**config.mk**
```make
export PLATFORM = sky130hd
export DESIGN_NAME = spi_frame_port
export DESIGN_NICKNAME = d
export VERILOG_FILES = /design/src/rtl/sfp_pkg.sv /design/src/rtl/sfp_sync_edge.sv /design/src/rtl/sfp_shifter.sv /design/src/rtl/sfp_rx_fsm.sv /design/src/rtl/sfp_tx_fsm.sv /design/src/rtl/spi_frame_port.sv
export SDC_FILE = /design/constraint.sdc
export NUM_CORES = 1
export LEC_CHECK = 0
export ABC_AREA = 1
export BUFFER_PORTS_ARGS = -buffer_cell sky130_fd_sc_hd__buf_4
export CAP_MARGIN = 0
export CORE_ASPECT_RATIO = 1.5
export CORE_MARGIN = 8
export CORE_UTILIZATION = 58
export DETAILED_ROUTE_END_ITERATION = 8
export GPL_TIMING_DRIVEN = 0
export PLACE_DENSITY_LB_ADDON = 0.3
export SLEW_MARGIN = 40
export SYNTH_ARGS = -nofsm -noshare
export SYNTH_HDL_FRONTEND = slang
export SYNTH_HIERARCHICAL = 1
export SYNTH_SLANG_ARGS = --single-unit
```
**constraint.sdc**
```tcl
create_clock -name clk -period 2 [get_ports clk]
set_clock_uncertainty 0.05 [all_clocks]
set_input_delay 0.1 -clock clk [delete_from_list [all_inputs] [get_ports clk]]
set_output_delay 0.1 -clock clk [all_outputs]
set_load 0.005 [all_outputs]
```
**src/rtl/sfp_pkg.sv**
```systemverilog
`timescale 1ns/1ps
package sfp_pkg;
    typedef enum logic {
        RX_HUNT = 1'b0,
        RX_BODY = 1'b1
    } rx_state_t;

    typedef enum logic {
        TX_IDLE = 1'b0,
        TX_PEND = 1'b1
    } tx_state_t;
endpackage

```
**src/rtl/sfp_sync_edge.sv**
```systemverilog
`timescale 1ns/1ps
module sfp_sync_edge #(
    parameter int SYNC_STAGES = 2
) (
    input  logic clk,
    input  logic rst_n,
    input  logic cpol,
    input  logic cpha,
    input  logic sck_in,
    input  logic nss_in,
    input  logic mosi_in,
    output logic active,
    output logic nss_fall,
    output logic sample,
    output logic shift,
    output logic mosi_bit
);
    // bit 2 = sck, bit 1 = nss, bit 0 = mosi
    logic [2:0] stage_q [SYNC_STAGES];
    logic       sck_prev_q;
    logic       active_prev_q;
    logic       lead_edge;
    logic       trail_edge;

    genvar g;
    generate
        for (g = 0; g < SYNC_STAGES; g++) begin : g_sync
            always_ff @(posedge clk or negedge rst_n) begin
                if (!rst_n) begin
                    stage_q[g] <= 3'b010;
                end else if (g == 0) begin
                    stage_q[g] <= {sck_in, nss_in, mosi_in};
                end else begin
                    stage_q[g] <= stage_q[(g > 0) ? g - 1 : 0];
                end
            end
        end
    endgenerate

    always_ff @(posedge clk or negedge rst_n) begin
        if (!rst_n) begin
            sck_prev_q    <= 1'b0;
            active_prev_q <= 1'b0;
        end else begin
            sck_prev_q    <= stage_q[SYNC_STAGES-1][2];
            active_prev_q <= active;
        end
    end

    always_comb begin
        active     = !stage_q[SYNC_STAGES-1][1];
        mosi_bit   = stage_q[SYNC_STAGES-1][0];
        lead_edge  = (stage_q[SYNC_STAGES-1][2] != cpol) && (sck_prev_q == cpol);
        trail_edge = (stage_q[SYNC_STAGES-1][2] == cpol) && (sck_prev_q != cpol);
        nss_fall   = active && !active_prev_q;
        sample     = active && (cpha ? trail_edge : lead_edge);
        shift      = active && (cpha ? lead_edge : trail_edge);
    end
endmodule

```
**src/rtl/sfp_shifter.sv**
```systemverilog
`timescale 1ns/1ps
module sfp_shifter #(
    parameter int DATA_W = 8
) (
    input  logic              clk,
    input  logic              rst_n,
    input  logic              cpha,
    input  logic              active,
    input  logic              nss_fall,
    input  logic              sample,
    input  logic              shift,
    input  logic              mosi_bit,
    input  logic [DATA_W-1:0] load_byte,
    input  logic              load_real,
    input  logic              load_last,
    output logic              byte_done,
    output logic [DATA_W-1:0] rx_byte,
    output logic              done_real,
    output logic              done_last,
    output logic              miso
);
    localparam int CNT_W = (DATA_W > 1) ? $clog2(DATA_W) : 1;
    localparam logic [CNT_W-1:0] LAST_BIT = CNT_W'(DATA_W - 1);

    logic [CNT_W-1:0]  cnt_q;
    logic [DATA_W-1:0] rxsr_q;
    logic [DATA_W-1:0] txsr_q;
    logic [DATA_W-1:0] rx_next;
    logic              loaded_q;
    logic              cur_real_q;
    logic              cur_last_q;
    logic              do_load;

    always_comb begin
        rx_next = {rxsr_q[DATA_W-2:0], mosi_bit};
        do_load = (nss_fall && !cpha) || (shift && !loaded_q);
    end

    always_ff @(posedge clk or negedge rst_n) begin
        if (!rst_n) begin
            cnt_q      <= '0;
            rxsr_q     <= '0;
            txsr_q     <= '0;
            loaded_q   <= 1'b0;
            cur_real_q <= 1'b0;
            cur_last_q <= 1'b0;
            byte_done  <= 1'b0;
            rx_byte    <= '0;
            done_real  <= 1'b0;
            done_last  <= 1'b0;
        end else begin
            byte_done <= 1'b0;
            if (!active) begin
                cnt_q    <= '0;
                txsr_q   <= '0;
                loaded_q <= 1'b0;
            end else begin
                if (do_load) begin
                    txsr_q     <= load_byte;
                    cur_real_q <= load_real;
                    cur_last_q <= load_last;
                    loaded_q   <= 1'b1;
                end else if (shift) begin
                    txsr_q <= {txsr_q[DATA_W-2:0], 1'b0};
                end
                if (sample) begin
                    rxsr_q <= rx_next;
                    if (cnt_q == LAST_BIT) begin
                        cnt_q     <= '0;
                        loaded_q  <= 1'b0;
                        byte_done <= 1'b1;
                        rx_byte   <= rx_next;
                        done_real <= cur_real_q;
                        done_last <= cur_last_q;
                    end else begin
                        cnt_q <= cnt_q + 1'b1;
                    end
                end
            end
        end
    end

    assign miso = active & txsr_q[DATA_W-1];


    miso_quiet_chk: assert property (@(posedge clk) disable iff (!rst_n)
        !active |-> !miso);


    byte_in_window_chk: assert property (@(posedge clk) disable iff (!rst_n)
        byte_done |-> $past(active));
endmodule

```
**src/rtl/sfp_rx_fsm.sv**
```systemverilog
`timescale 1ns/1ps
module sfp_rx_fsm
    import sfp_pkg::*;
#(
    parameter int DATA_W = 8
) (
    input  logic              clk,
    input  logic              rst_n,
    input  logic              byte_done,
    input  logic [DATA_W-1:0] rx_byte,
    output logic [DATA_W-1:0] rx_data,
    output logic              rx_data_valid,
    output logic              frame_valid,
    output logic [DATA_W-1:0] frame_bytes
);
    localparam logic [DATA_W-1:0] ONE = DATA_W'(1);

    rx_state_t         state_q, state_d;
    logic [DATA_W-1:0] remain_q;
    logic [DATA_W-1:0] got_q;

    always_comb begin
        state_d = state_q;
        unique case (state_q)
            RX_HUNT: if (byte_done && (rx_byte != '0)) state_d = RX_BODY;
            RX_BODY: if (byte_done && (remain_q == ONE)) state_d = RX_HUNT;
            default: state_d = RX_HUNT;
        endcase
    end

    always_ff @(posedge clk or negedge rst_n) begin
        if (!rst_n) state_q <= RX_HUNT;
        else        state_q <= state_d;
    end

    always_ff @(posedge clk or negedge rst_n) begin
        if (!rst_n) begin
            remain_q      <= '0;
            got_q         <= '0;
            rx_data       <= '0;
            rx_data_valid <= 1'b0;
            frame_valid   <= 1'b0;
            frame_bytes   <= '0;
        end else begin
            rx_data_valid <= 1'b0;
            frame_valid   <= 1'b0;
            if (byte_done) begin
                unique case (state_q)
                    RX_HUNT: begin
                        if (rx_byte != '0) begin
                            remain_q <= rx_byte;
                            got_q    <= '0;
                        end
                    end
                    RX_BODY: begin
                        rx_data       <= rx_byte;
                        rx_data_valid <= 1'b1;
                        got_q         <= got_q + 1'b1;
                        remain_q      <= remain_q - 1'b1;
                        if (remain_q == ONE) begin
                            frame_valid <= 1'b1;
                            frame_bytes <= got_q + 1'b1;
                        end
                    end
                    default: ;
                endcase
            end
        end
    end


    frame_end_chk: assert property (@(posedge clk) disable iff (!rst_n)
        frame_valid |-> (rx_data_valid && (frame_bytes != '0)));


    body_after_len_chk: assert property (@(posedge clk) disable iff (!rst_n)
        rx_data_valid |-> $past(state_q == RX_BODY));
endmodule

```
**src/rtl/sfp_tx_fsm.sv**
```systemverilog
`timescale 1ns/1ps
module sfp_tx_fsm
    import sfp_pkg::*;
(
    input  logic clk,
    input  logic rst_n,
    input  logic tx_valid,
    input  logic byte_done,
    input  logic done_real,
    input  logic done_last,
    output logic tx_ack,
    output logic host_irq
);
    tx_state_t state_q, state_d;

    always_comb begin
        state_d = state_q;
        unique case (state_q)
            TX_IDLE: if (tx_valid) state_d = TX_PEND;
            TX_PEND: if (byte_done && done_real && done_last) state_d = TX_IDLE;
            default: state_d = TX_IDLE;
        endcase
    end

    always_ff @(posedge clk or negedge rst_n) begin
        if (!rst_n) state_q <= TX_IDLE;
        else        state_q <= state_d;
    end

    always_comb begin
        host_irq = (state_q == TX_PEND);
        tx_ack   = byte_done && done_real;
    end


    irq_release_chk: assert property (@(posedge clk) disable iff (!rst_n)
        $fell(host_irq) |-> $past(tx_ack));


    irq_raise_chk: assert property (@(posedge clk) disable iff (!rst_n)
        $rose(host_irq) |-> $past(tx_valid));
endmodule

```
**src/rtl/spi_frame_port.sv**
```systemverilog
`timescale 1ns/1ps
module spi_frame_port #(
    parameter int DATA_W      = 8,
    parameter int SYNC_STAGES = 2
) (
    input  logic              clk,
    input  logic              rst_n,
    input  logic              strap_cpol,
    input  logic              strap_cpha,
    input  logic              spi_sck,
    input  logic              spi_nss,
    input  logic              spi_mosi,
    output logic              spi_miso,
    input  logic              tx_valid,
    input  logic [DATA_W-1:0] tx_data,
    input  logic              tx_last,
    output logic              tx_ack,
    output logic              host_irq,
    output logic [DATA_W-1:0] rx_data,
    output logic              rx_data_valid,
    output logic              frame_valid,
    output logic [DATA_W-1:0] frame_bytes
);
    logic              active, nss_fall, sample, shift, mosi_bit;
    logic              byte_done, done_real, done_last;
    logic [DATA_W-1:0] rx_byte;
    logic [DATA_W-1:0] load_byte;

    assign load_byte = tx_valid ? tx_data : '0;

    sfp_sync_edge #(.SYNC_STAGES(SYNC_STAGES)) u_edge (
        .clk(clk), .rst_n(rst_n), .cpol(strap_cpol), .cpha(strap_cpha),
        .sck_in(spi_sck), .nss_in(spi_nss), .mosi_in(spi_mosi),
        .active(active), .nss_fall(nss_fall), .sample(sample),
        .shift(shift), .mosi_bit(mosi_bit)
    );

    sfp_shifter #(.DATA_W(DATA_W)) u_shift (
        .clk(clk), .rst_n(rst_n), .cpha(strap_cpha), .active(active),
        .nss_fall(nss_fall), .sample(sample), .shift(shift),
        .mosi_bit(mosi_bit), .load_byte(load_byte), .load_real(tx_valid),
        .load_last(tx_last), .byte_done(byte_done), .rx_byte(rx_byte),
        .done_real(done_real), .done_last(done_last), .miso(spi_miso)
    );

    sfp_rx_fsm #(.DATA_W(DATA_W)) u_rx (
        .clk(clk), .rst_n(rst_n), .byte_done(byte_done), .rx_byte(rx_byte),
        .rx_data(rx_data), .rx_data_valid(rx_data_valid),
        .frame_valid(frame_valid), .frame_bytes(frame_bytes)
    );

    sfp_tx_fsm u_tx (
        .clk(clk), .rst_n(rst_n), .tx_valid(tx_valid), .byte_done(byte_done),
        .done_real(done_real), .done_last(done_last),
        .tx_ack(tx_ack), .host_irq(host_irq)
    );


    ack_needs_irq_chk: assert property (@(posedge clk) disable iff (!rst_n)
        tx_ack |-> host_irq);
endmodule

```
==> results.sh, run 1 <==
export IMPL_timing_hold_violations_final=0
export IMPL_end_kind="register"
export IMPL_path_max_fanout=10
export IMPL_synth_top_area_cell="dfrtp_1"
export IMPL_die_h_um=113.1
export IMPL_grt_usage_pct=17.60
export IMPL_htree_levels=3
export IMPL_num_antenna_cells=0
export IMPL_ys_seq_area_share_pct=52.27
export IMPL_syn_area_mm2=0.003643
export IMPL_layout_nets=513
export IMPL_first_iter_violations=156
export IMPL_avgSynthCellArea_um2=8.376
export IMPL_outcome="complete, no violations"
export IMPL_cts_made_buffers=9
export IMPL_clock_sinks=76
export IMPL_dp_hpwl_um=5438
export IMPL_tns_ns=0
export IMPL_fmax_mhz=572.0
export IMPL_area_growth_pct=17.65
export IMPL_crit_arrival_ns=1.92
export IMPL_vias=2924
export IMPL_synth_edf_count=0
export IMPL_syn_nets=457
export IMPL_synth_common_cells="nand2_1, dfrtp_1, inv_1"
export IMPL_grt_overflow=0
export IMPL_placed_cells=546
export IMPL_wl_per_cell_um=13.16
export IMPL_synth_top_cell_area_share_pct=50.82
export IMPL_fin_cells=570
export IMPL_start_util_pct=59.43
export IMPL_hold_end="u_shift/txsr_q[0]"
export IMPL_p_leak_nw=2.374
export IMPL_power_density_mw_per_mm2=683.4
export IMPL_cts_tree="built"
export IMPL_yosys_top_cells_area="dfrtp_1, nand2_1, inv_1"
export IMPL_grt_pass1_wl_um=12990
export IMPL_ant_nets=0
export IMPL_startpoint="u_edge/stage_q[2]"
export IMPL_synthFlopType="dfrtp_1"
export IMPL_first_pass_iters=4
export IMPL_critPathLaunchType="register"
export IMPL_clk_pin_slew_ns=0.08
export IMPL_period_needed_ns=1.748
export IMPL_clk_latency_ns=0.34
export IMPL_finalCritPeriodShare_pct=87.41
export IMPL_whs_path_depth=5
export IMPL_die_area_mm2=0.009126
export IMPL_post_synth_top_count_cell="nand2_1"
export IMPL_portBuffers=37
export IMPL_cts_buffer_depth=2
export IMPL_worstHoldPathType="input port to register"
export IMPL_hp_start="tx_data[0]"
export IMPL_place_gp_congestion=0.8286
export IMPL_rrSetupSlack_ns=0.25
export IMPL_maxCapViolations=0
export IMPL_peakVddDrop_mv=0.5365
export IMPL_tightest_slew_ns=0.6605
export IMPL_coreArea_mm2=0.006131
export IMPL_antenna_found_initial=0
export IMPL_grt_setup_unrepaired="false"
export IMPL_routed_via_density=5.130
export IMPL_slew_headroom_pct=55.97
export IMPL_yosys_warnings=6
export IMPL_synth_async_reset_ratio_pct=100.0
export IMPL_grt_max_degree=77
export IMPL_worstReg2RegEnd="u_shift/txsr_q[4]"
export IMPL_setup_viol_count_final=0
export IMPL_critPathKind="register to register"
export IMPL_final_util_pct=69.92
export IMPL_drive_gt1_share_pct=21.37
export IMPL_synth_cell_types=30
export IMPL_rows=35
export IMPL_dieWidth_um=80.72
export IMPL_finalWirelength_um=7499
export IMPL_cts_root_buf="clkbuf_8"
export IMPL_cp_data_required_time_ns=2.17
export IMPL_reg2regPathDepth=13
export IMPL_grt_pass1_vias=3011
export IMPL_hold_slack_ns=0.02318
export IMPL_ys_ff_latch=76
export IMPL_io_pins=38
export IMPL_route_detailed_drc=0
export IMPL_power_total_mw=2.930
export IMPL_finalMaxSlewViolations=0
export IMPL_r2r_start="u_edge/stage_q[2]"
export IMPL_synthCells=435
[logic make-up (layout without fill, tap and decap cells)]
| family | Yosys count | in the layout | share of synthesized area (%) |
|---|---|---|---|
| simple gates | 234 | 234 | 28.88 |
| flops | 76 | 76 | 52.27 |
| buf+inv | 66 | 127 | 7.761 |
| compound gates | 49 | 49 | 8.173 |
| fa+ha+maj | 5 | 5 | 1.717 |
| xor+xnor | 5 | 5 | 1.202 |
[repair_timing]
action,4_1_cts,5_1_grt
hold endpoints to repair,80,0
resized for setup,0,6
hold buffers,6,0
setup endpoints to repair,0,9
setup buffers,0,2
[worst max path at each step]
stage | to | slack, ns | depth (start not counted)
after floorplan | u_shift/cur_last_q | 0.37 | 13
after global placement | u_shift/cur_last_q | 0.14 | 9
after CTS | u_shift/txsr_q[4] | 0.04 | 9
after global routing | u_shift/txsr_q[4] | 0.02 | 13
final | u_shift/txsr_q[4] | 0.25 | 13
after detailed placement | u_shift/txsr_q[4] | 0.07 | 9
[worst max-delay path: stages, from the launching register on]
cell and delay (ns):
dfrtp_1 0.39, inv_1 0.06, nand2_1 0.04, nand2_1 0.09
nand2_1 0.07, nand2_1 0.06, nand2_1 0.07, nor2_4 0.12
nand2_2 0.14, nand2_1 0.13, buf_4 0.18, nand2_1 0.06
nand3_1 0.09, nand2_1 0.07
[routing by layer]
layer / GRT usage (%) / wire length [um]
met1: 19.50 / 2966
met2: 31.42 / 4071
met3: 3.413 / 346
met4: 7.066 / 114
met5: 0 / 0
[per-stage QoR]
| step | worst slack (ns) | cell area [um^2] |
|---|---|---|
| after CTS | 0.04382 | 4255 |
| after global routing | 0.01622 | 4287 |
| after floorplan | 0.3653 | 3643 |
| after global placement | 0.1364 | 4014 |
| final | 0.2518 | 4287 |
| after detailed placement | 0.06737 | 4018 |
[flip-flops by register name (all words and copies together), names as in the netlist, 3 cells and up]
register and cells:
u_rx/frame_bytes 8, u_rx/got_q 8, u_rx/remain_q 8, u_rx/rx_data 8, u_shift/rx_byte 8, u_shift/txsr_q 8
u_shift/rxsr_q 7, u_edge/stage_q 5, u_shift/cnt_q 3
[cell usage in the layout, fill, tap and decap left out, drive strengths merged, types with 5 or more instances in the layout]
| cell type | Yosys | final |
|---|---|---|
| nand2 | 160 | 160 |
| dfrtp | 74 | 74 |
| inv | 55 | 55 |
| buf | 9 | 48 |
| o21ai | 44 | 44 |
| nand3 | 33 | 33 |
| nor2 | 30 | 30 |
| clkbuf | 2 | 12 |
| dlygate4sd3 | 0 | 6 |
| nand3b | 6 | 6 |
| xor2 | 5 | 5 |
| ha | 5 | 5 |
| a21oi | 5 | 5 |
[power breakdown]
group	internal, mW	switching, mW	leakage (nW)
clock network	0.461	0.575	0.0831
logic	0.0919	0.158	1.27
registers	1.61	0.0373	1.02
total	2.16	0.770	2.37
[cell type report]
cell class / instances / area (um^2)
flip-flops and latches: 76 / 1904
fillers: 497 / 1844
multi-input cells: 293 / 1466
repair buffers: 45 / 356.6
inverters: 55 / 212.7
clock buffers: 10 / 127.6
well taps: 74 / 92.59
plain buffers: 11 / 76.32
clock inverters: 6 / 50.05
No activity file was read; power rests on OpenSTA's default activity.
==> run 2: changes to the inputs <==
--- a/config.mk
+++ b/config.mk
@@ -6,7 +6,7 @@
 export NUM_CORES = 1
 export LEC_CHECK = 0
 export ABC_AREA = 1
-export BUFFER_PORTS_ARGS = -buffer_cell sky130_fd_sc_hd__buf_4
+export BUFFER_PORTS_ARGS = -buffer_cell sky130_fd_sc_hd__buf_2
 export CAP_MARGIN = 0
 export CORE_ASPECT_RATIO = 1.5
 export CORE_MARGIN = 8
==> run 2 against run 1 <==
Against the previous run: sequential power about the same; sequential share of layout area increased by 0.87 points; critical path type unchanged; clock-buffer cell count increased by 3; sequential cell count did not move; non-clock buffer count decreased by 1.
==> results.sh, run 2 (synthesis gave the netlist of run 1 again) <==
export IMPL_die_h_um=113.1
export IMPL_slew_headroom_pct=70.10
export IMPL_critPathBufInv=2
export IMPL_ant_nets=0
export IMPL_place_gp_congestion=0.8292
export IMPL_crit_path_frequent_cell="nand2_1"
export IMPL_clk_pin_slew_ns=0.07
export IMPL_max_stage_delay_ns=0.37
export IMPL_vias=2932
export IMPL_layout_commonest_cell="nand2_1"
export IMPL_finalWirelength_um=7514
export IMPL_crit_arrival_ns=2.00
export IMPL_cts_root_buf="clkbuf_8"
export IMPL_cp_slowest_cell="dfstp_2"
export IMPL_fmax_mhz=546.7
export IMPL_cts_buffer_depth=2
export IMPL_end_kind="register"
export IMPL_htree_levels=3
export IMPL_critPathKind="register to register"
export IMPL_period_needed_ns=1.829
export IMPL_num_antenna_cells=0
export IMPL_drive_gt1_share_pct=20.45
export IMPL_whs_path_depth=5
export IMPL_cts_made_buffers=9
export IMPL_final_cell_mix="nand2_1, dfrtp_1, inv_1"
export IMPL_antenna_found_initial=0
export IMPL_rows=35
export IMPL_die_area_mm2=0.009126
export IMPL_grt_pass1_vias=3046
export IMPL_grt_usage_pct=17.90
export IMPL_clock_sinks=76
export IMPL_hold_slack_ns=0.03129
export IMPL_outcome="complete, no violations"
export IMPL_first_iter_violations=143
export IMPL_routed_via_density=5.162
export IMPL_worstReg2RegEnd="u_shift/txsr_q[4]"
export IMPL_first_pass_iters=4
export IMPL_cts_tree="built"
export IMPL_dp_hpwl_um=5545
export IMPL_route_detailed_drc=0
export IMPL_start_util_pct=59.43
export IMPL_maxCapViolations=0
export IMPL_area_growth_pct=15.38
export IMPL_peakVddDrop_mv=0.7074
export IMPL_portBuffers=37
export IMPL_placed_area_mm2=0.003948
export IMPL_grt_setup_unrepaired="false"
export IMPL_finalCritPeriodShare_pct=91.45
export IMPL_worstHoldPathType="input port to register"
export IMPL_reg2regPathDepth=9
export IMPL_critPathLaunchType="register"
export IMPL_final_cell_area_mm2=0.004204
export IMPL_finalMaxSlewViolations=0
export IMPL_path_cells="inv_1, nand2_1, nor2_4, nand2_2, nand2_1, clkbuf_4, nand2_1, nand3_1, nand2_1"
export IMPL_layout_nets=512
export IMPL_r2r_start="u_edge/stage_q[1]"
export IMPL_hp_start="tx_data[0]"
export IMPL_startpoint="u_edge/stage_q[1]"
export IMPL_p_leak_nw=2.377
export IMPL_hold_end="u_shift/txsr_q[0]"
export IMPL_dieWidth_um=80.72
export IMPL_rrSetupSlack_ns=0.17
export IMPL_grt_max_degree=44
export IMPL_clk_latency_ns=0.33
export IMPL_grt_pass1_wl_um=13170
export IMPL_tightest_slew_ns=0.4485
export IMPL_grt_overflow=0
export IMPL_cp_data_required_time_ns=2.17
export IMPL_setup_viol_count_final=0
export IMPL_tns_ns=0
export IMPL_path_max_fanout=10
export IMPL_wl_per_cell_um=13.23
export IMPL_io_pins=38
export IMPL_cpLargestDelayFamily="simple AND/OR/NAND/NOR gates"
export IMPL_power_density_mw_per_mm2=716.0
export IMPL_timing_hold_violations_final=0
export IMPL_coreArea_mm2=0.006131
## run 2: changes by cell type in the layout (fill, tap and decap cells not counted), sizes merged
cell / change
clkbuf: +4
clkinvlp: -3
buf: -2
clkinv: -2
bufinv: +1
## run 2: metal layers
layer	share of wire (%)	global-route usage, %	vias to the layer above
li1	-	-	1469
met1	40	19.51	1385
met2	54	32.17	63
met3	3.8	3.016	15
met4	2.3	8.144	0
met5	0	0	-
## run 2: per-stage QoR
step | cells | total power [mW] | setup WS [ns] | utilization, %
after floorplan | 435 | 1.804 | 0.3653 | -
after global placement | 546 | 1.881 | 0.1353 | 63.96
after detailed placement | 547 | 1.902 | 0.08777 | 64.39
after CTS | 568 | 3.037 | 0.06823 | 68.37
after global routing | 568 | 3.137 | 0.01440 | 68.57
final | 568 | 3.010 | 0.1709 | 68.57
## run 2: tightest hold or removal path: stages
cell     delay, ns
buf_2         0.08
nand2_1       0.04
inv_1         0.04
nand3_1       0.07
nand2_1       0.06
## run 2: cell type report
cell class | count | area [um^2]
clock buffer | 13 | 148.9
inverter | 55 | 209.0
multi-input combinational | 293 | 1466
timing repair buffer | 44 | 271.5
sequential | 76 | 1904
tap | 74 | 92.59
fill | 505 | 1927
clock inverter | 2 | 35.03
buffer | 11 | 76.32
## run 2: worst max-delay path by stage
| stage | depth (start not counted) | to |
|---|---|---|
| final | 9 | u_shift/txsr_q[4] |
| after global routing | 13 | u_shift/cur_real_q |
| after CTS | 9 | u_shift/txsr_q[4] |
| after detailed placement | 9 | u_shift/txsr_q[4] |
| after global placement | 9 | u_shift/cur_last_q |
| after floorplan | 13 | u_shift/cur_last_q |
## run 2: timing repair
item | 4_1_cts | 5_1_grt
hold buffers | 6 | 0
setup endpoints to repair | 0 | 13
resized for setup | 0 | 4
setup buffers | 0 | 0
endpoints found under the hold margin | 82 | 0
## run 2: where the power goes
part | switching [mW] | internal [mW] | total (mW)
clock | 0.517 | 0.604 | 1.12
combinational | 0.157 | 0.0846 | 0.242
sequential | 0.0391 | 1.61 | 1.65
==> run 3: changes to the inputs <==
--- a/config.mk
+++ b/config.mk
@@ -13,7 +13,7 @@
 export CORE_UTILIZATION = 58
 export DETAILED_ROUTE_END_ITERATION = 8
 export GPL_TIMING_DRIVEN = 0
-export PLACE_DENSITY_LB_ADDON = 0.3
+export PLACE_DENSITY_LB_ADDON = 0.08
 export SLEW_MARGIN = 40
 export SYNTH_ARGS = -nofsm -noshare
 export SYNTH_HDL_FRONTEND = slang
==> run 3 against run 2 <==
Against the previous run: critical path depth unchanged; combinational power about the same; total power up 4.2%; setup slack worse by 0.031 ns; first-iteration DRC count down 9.1%; sequential cell count unchanged; clock-buffer cell count down 4; cell area up 1.1%; sequential share of layout area down 0.51 points; cell count up 0.18%; wire length down 1.7%; critical path type unchanged; largest cell class unchanged.
==> results.sh, run 3 (synthesis gave the netlist of run 1 again) <==
export IMPL_outcome="complete, no violations"
export IMPL_period_needed_ns=1.860
export IMPL_drive_gt1_share_pct=21.01
export IMPL_power_density_mw_per_mm2=737.8
export IMPL_grt_setup_unrepaired="false"
export IMPL_end_kind="register"
export IMPL_wl_per_cell_um=12.98
export IMPL_max_stage_delay_ns=0.37
export IMPL_first_iter_violations=130
export IMPL_cts_made_buffers=9
export IMPL_finalWirelength_um=7383
export IMPL_grt_pass1_vias=2956
export IMPL_layout_commonest_cell="nand2_1"
export IMPL_finalMaxSlewViolations=0
export IMPL_crit_path_frequent_cell="nand2_1"
export IMPL_cts_buffer_depth=2
export IMPL_clock_sinks=76
export IMPL_setup_viol_count_final=0
export IMPL_final_cell_mix="nand2_1, dfrtp_1, inv_1"
export IMPL_cts_root_buf="clkbuf_8"
export IMPL_finalCritPeriodShare_pct=93.01
export IMPL_worstHoldPathType="input port to register"
export IMPL_grt_usage_pct=17.59
export IMPL_fin_cells=569
export IMPL_fmax_mhz=537.6
export IMPL_grt_max_degree=49
export IMPL_vias=2911
export IMPL_timing_hold_violations_final=0
export IMPL_first_pass_iters=5
export IMPL_antenna_found_initial=0
export IMPL_portBuffers=37
export IMPL_clk_pin_slew_ns=0.08
export IMPL_placed_cells=547
export IMPL_layout_nets=513
export IMPL_clk_latency_ns=0.34
export IMPL_num_antenna_cells=0
export IMPL_cpLargestDelayFamily="simple AND/OR/NAND/NOR gates"
export IMPL_route_detailed_drc=0
export IMPL_maxCapViolations=0
export IMPL_tightest_slew_ns=0.4595
export IMPL_critPathKind="register to register"
export IMPL_dp_hpwl_um=5356
export IMPL_p_leak_nw=2.396
export IMPL_path_max_fanout=10
export IMPL_die_area_mm2=0.009126
export IMPL_grt_overflow=0
export IMPL_fillers=509
export IMPL_multi_input_area_mm2=0.001466
export IMPL_htree_levels=3
export IMPL_die_h_um=113.1
export IMPL_grt_pass1_wl_um=12850
export IMPL_regArea_mm2=0.001904
export IMPL_place_gp_congestion=0.8452
export IMPL_start_util_pct=59.43
export IMPL_cp_data_required_time_ns=2.18
export IMPL_area_growth_pct=16.69
export IMPL_io_pins=38
export IMPL_rows=35
export IMPL_path_cells="inv_1, nand2_1, nor2_4, nand2_2, nand2_1, clkbuf_4, nand2_1, nand3_1, nand2_1"
export IMPL_cts_tree="built"
export IMPL_critPathBufInv=2
export IMPL_cp_slowest_cell="dfstp_2"
export IMPL_peakVddDrop_mv=0.5594
export IMPL_coreArea_mm2=0.006131
export IMPL_ant_nets=0
export IMPL_tns_ns=0
export IMPL_critPathLaunchType="register"
export IMPL_routed_via_density=5.116
export IMPL_dieWidth_um=80.72
export IMPL_crit_arrival_ns=2.04
export IMPL_slew_headroom_pct=69.37
[run 3: cell types whose count changed in the layout (fill, tap and decap cells not counted), sizes merged]
cell,change
clkbuf,-4
clkinvlp,+1
clkinv,+2
bufinv,+1
dlygate4sd3,+1
[run 3: worst paths after layout]
kind / start / end / slack, ns / cells past startpoint
setup reg to reg: u_edge/stage_q[1] / u_shift/txsr_q[3] / 0.14 / 9
setup / recovery: u_edge/stage_q[1] / u_shift/txsr_q[3] / 0.14 / 9
max in group asynchronous: rst_n / u_shift/done_real / 1.26 / 3
min in group asynchronous: rst_n / u_rx/frame_bytes[7] / 0.14 / 2
hold / removal: tx_data[7] / u_shift/txsr_q[7] / 0.09 / 7
hold reg to reg: u_edge/stage_q[5] / u_edge/stage_q[2] / 0.30 / 0
[run 3: per-stage QoR]
stage	instance area [um^2]	util (%)	power (mW)	worst slack, ns	hold WS [ns]
after floorplan	3643	-	1.804	0.3653	-0.2456
after global placement	3921	63.96	1.882	0.1151	0.1552
after detailed placement	3955	64.51	1.899	0.06596	-0.05853
after CTS	4239	69.14	3.170	0.04933	0.07707
after global routing	4252	69.35	3.284	0.0005500	0.1254
final	4252	69.35	3.137	0.1398	0.08517
[run 3: what timing repair did]
action,4_1_cts,5_1_grt
resized for setup,0,4
buffers inserted,0,0
setup endpoints to repair,0,13
hold endpoints to repair,83,0
hold buffers,7,0
[run 3: report_power, final]
part           internal [mW]  total [mW]  leakage (nW)  switching (mW)
Clock                  0.697        1.25         0.105           0.558
Combinational         0.0873       0.241          1.27           0.153
Sequential              1.61        1.64          1.02          0.0341
[run 3: cell type report]
class / count / share of cell area, %
Multi-Input combinational cell: 293 / 34.49
Clock inverter: 6 / 2.119
Timing Repair Buffer: 45 / 6.798
Clock buffer: 9 / 2.913
Inverter: 55 / 4.915
Sequential cell: 76 / 44.79
Buffer: 11 / 1.795
Tap cell: 74 / 2.178
[run 3: layer usage]
metal	GRT usage (%)	vias up	routed length, um
li1	-	1469	-
met1	19.37	1376	3079
met2	30.67	53	3880
met3	4.524	13	308
met4	7.305	0	114
met5	0	-	0
[run 3: worst register-to-register path, delay by kind of cell (launching register included)]
family / cells / cell delay (ns)
buffers and inverters: 2 / 0.52
flip-flops: 1 / 0.37
AND/OR/NAND/NOR: 7 / 0.81
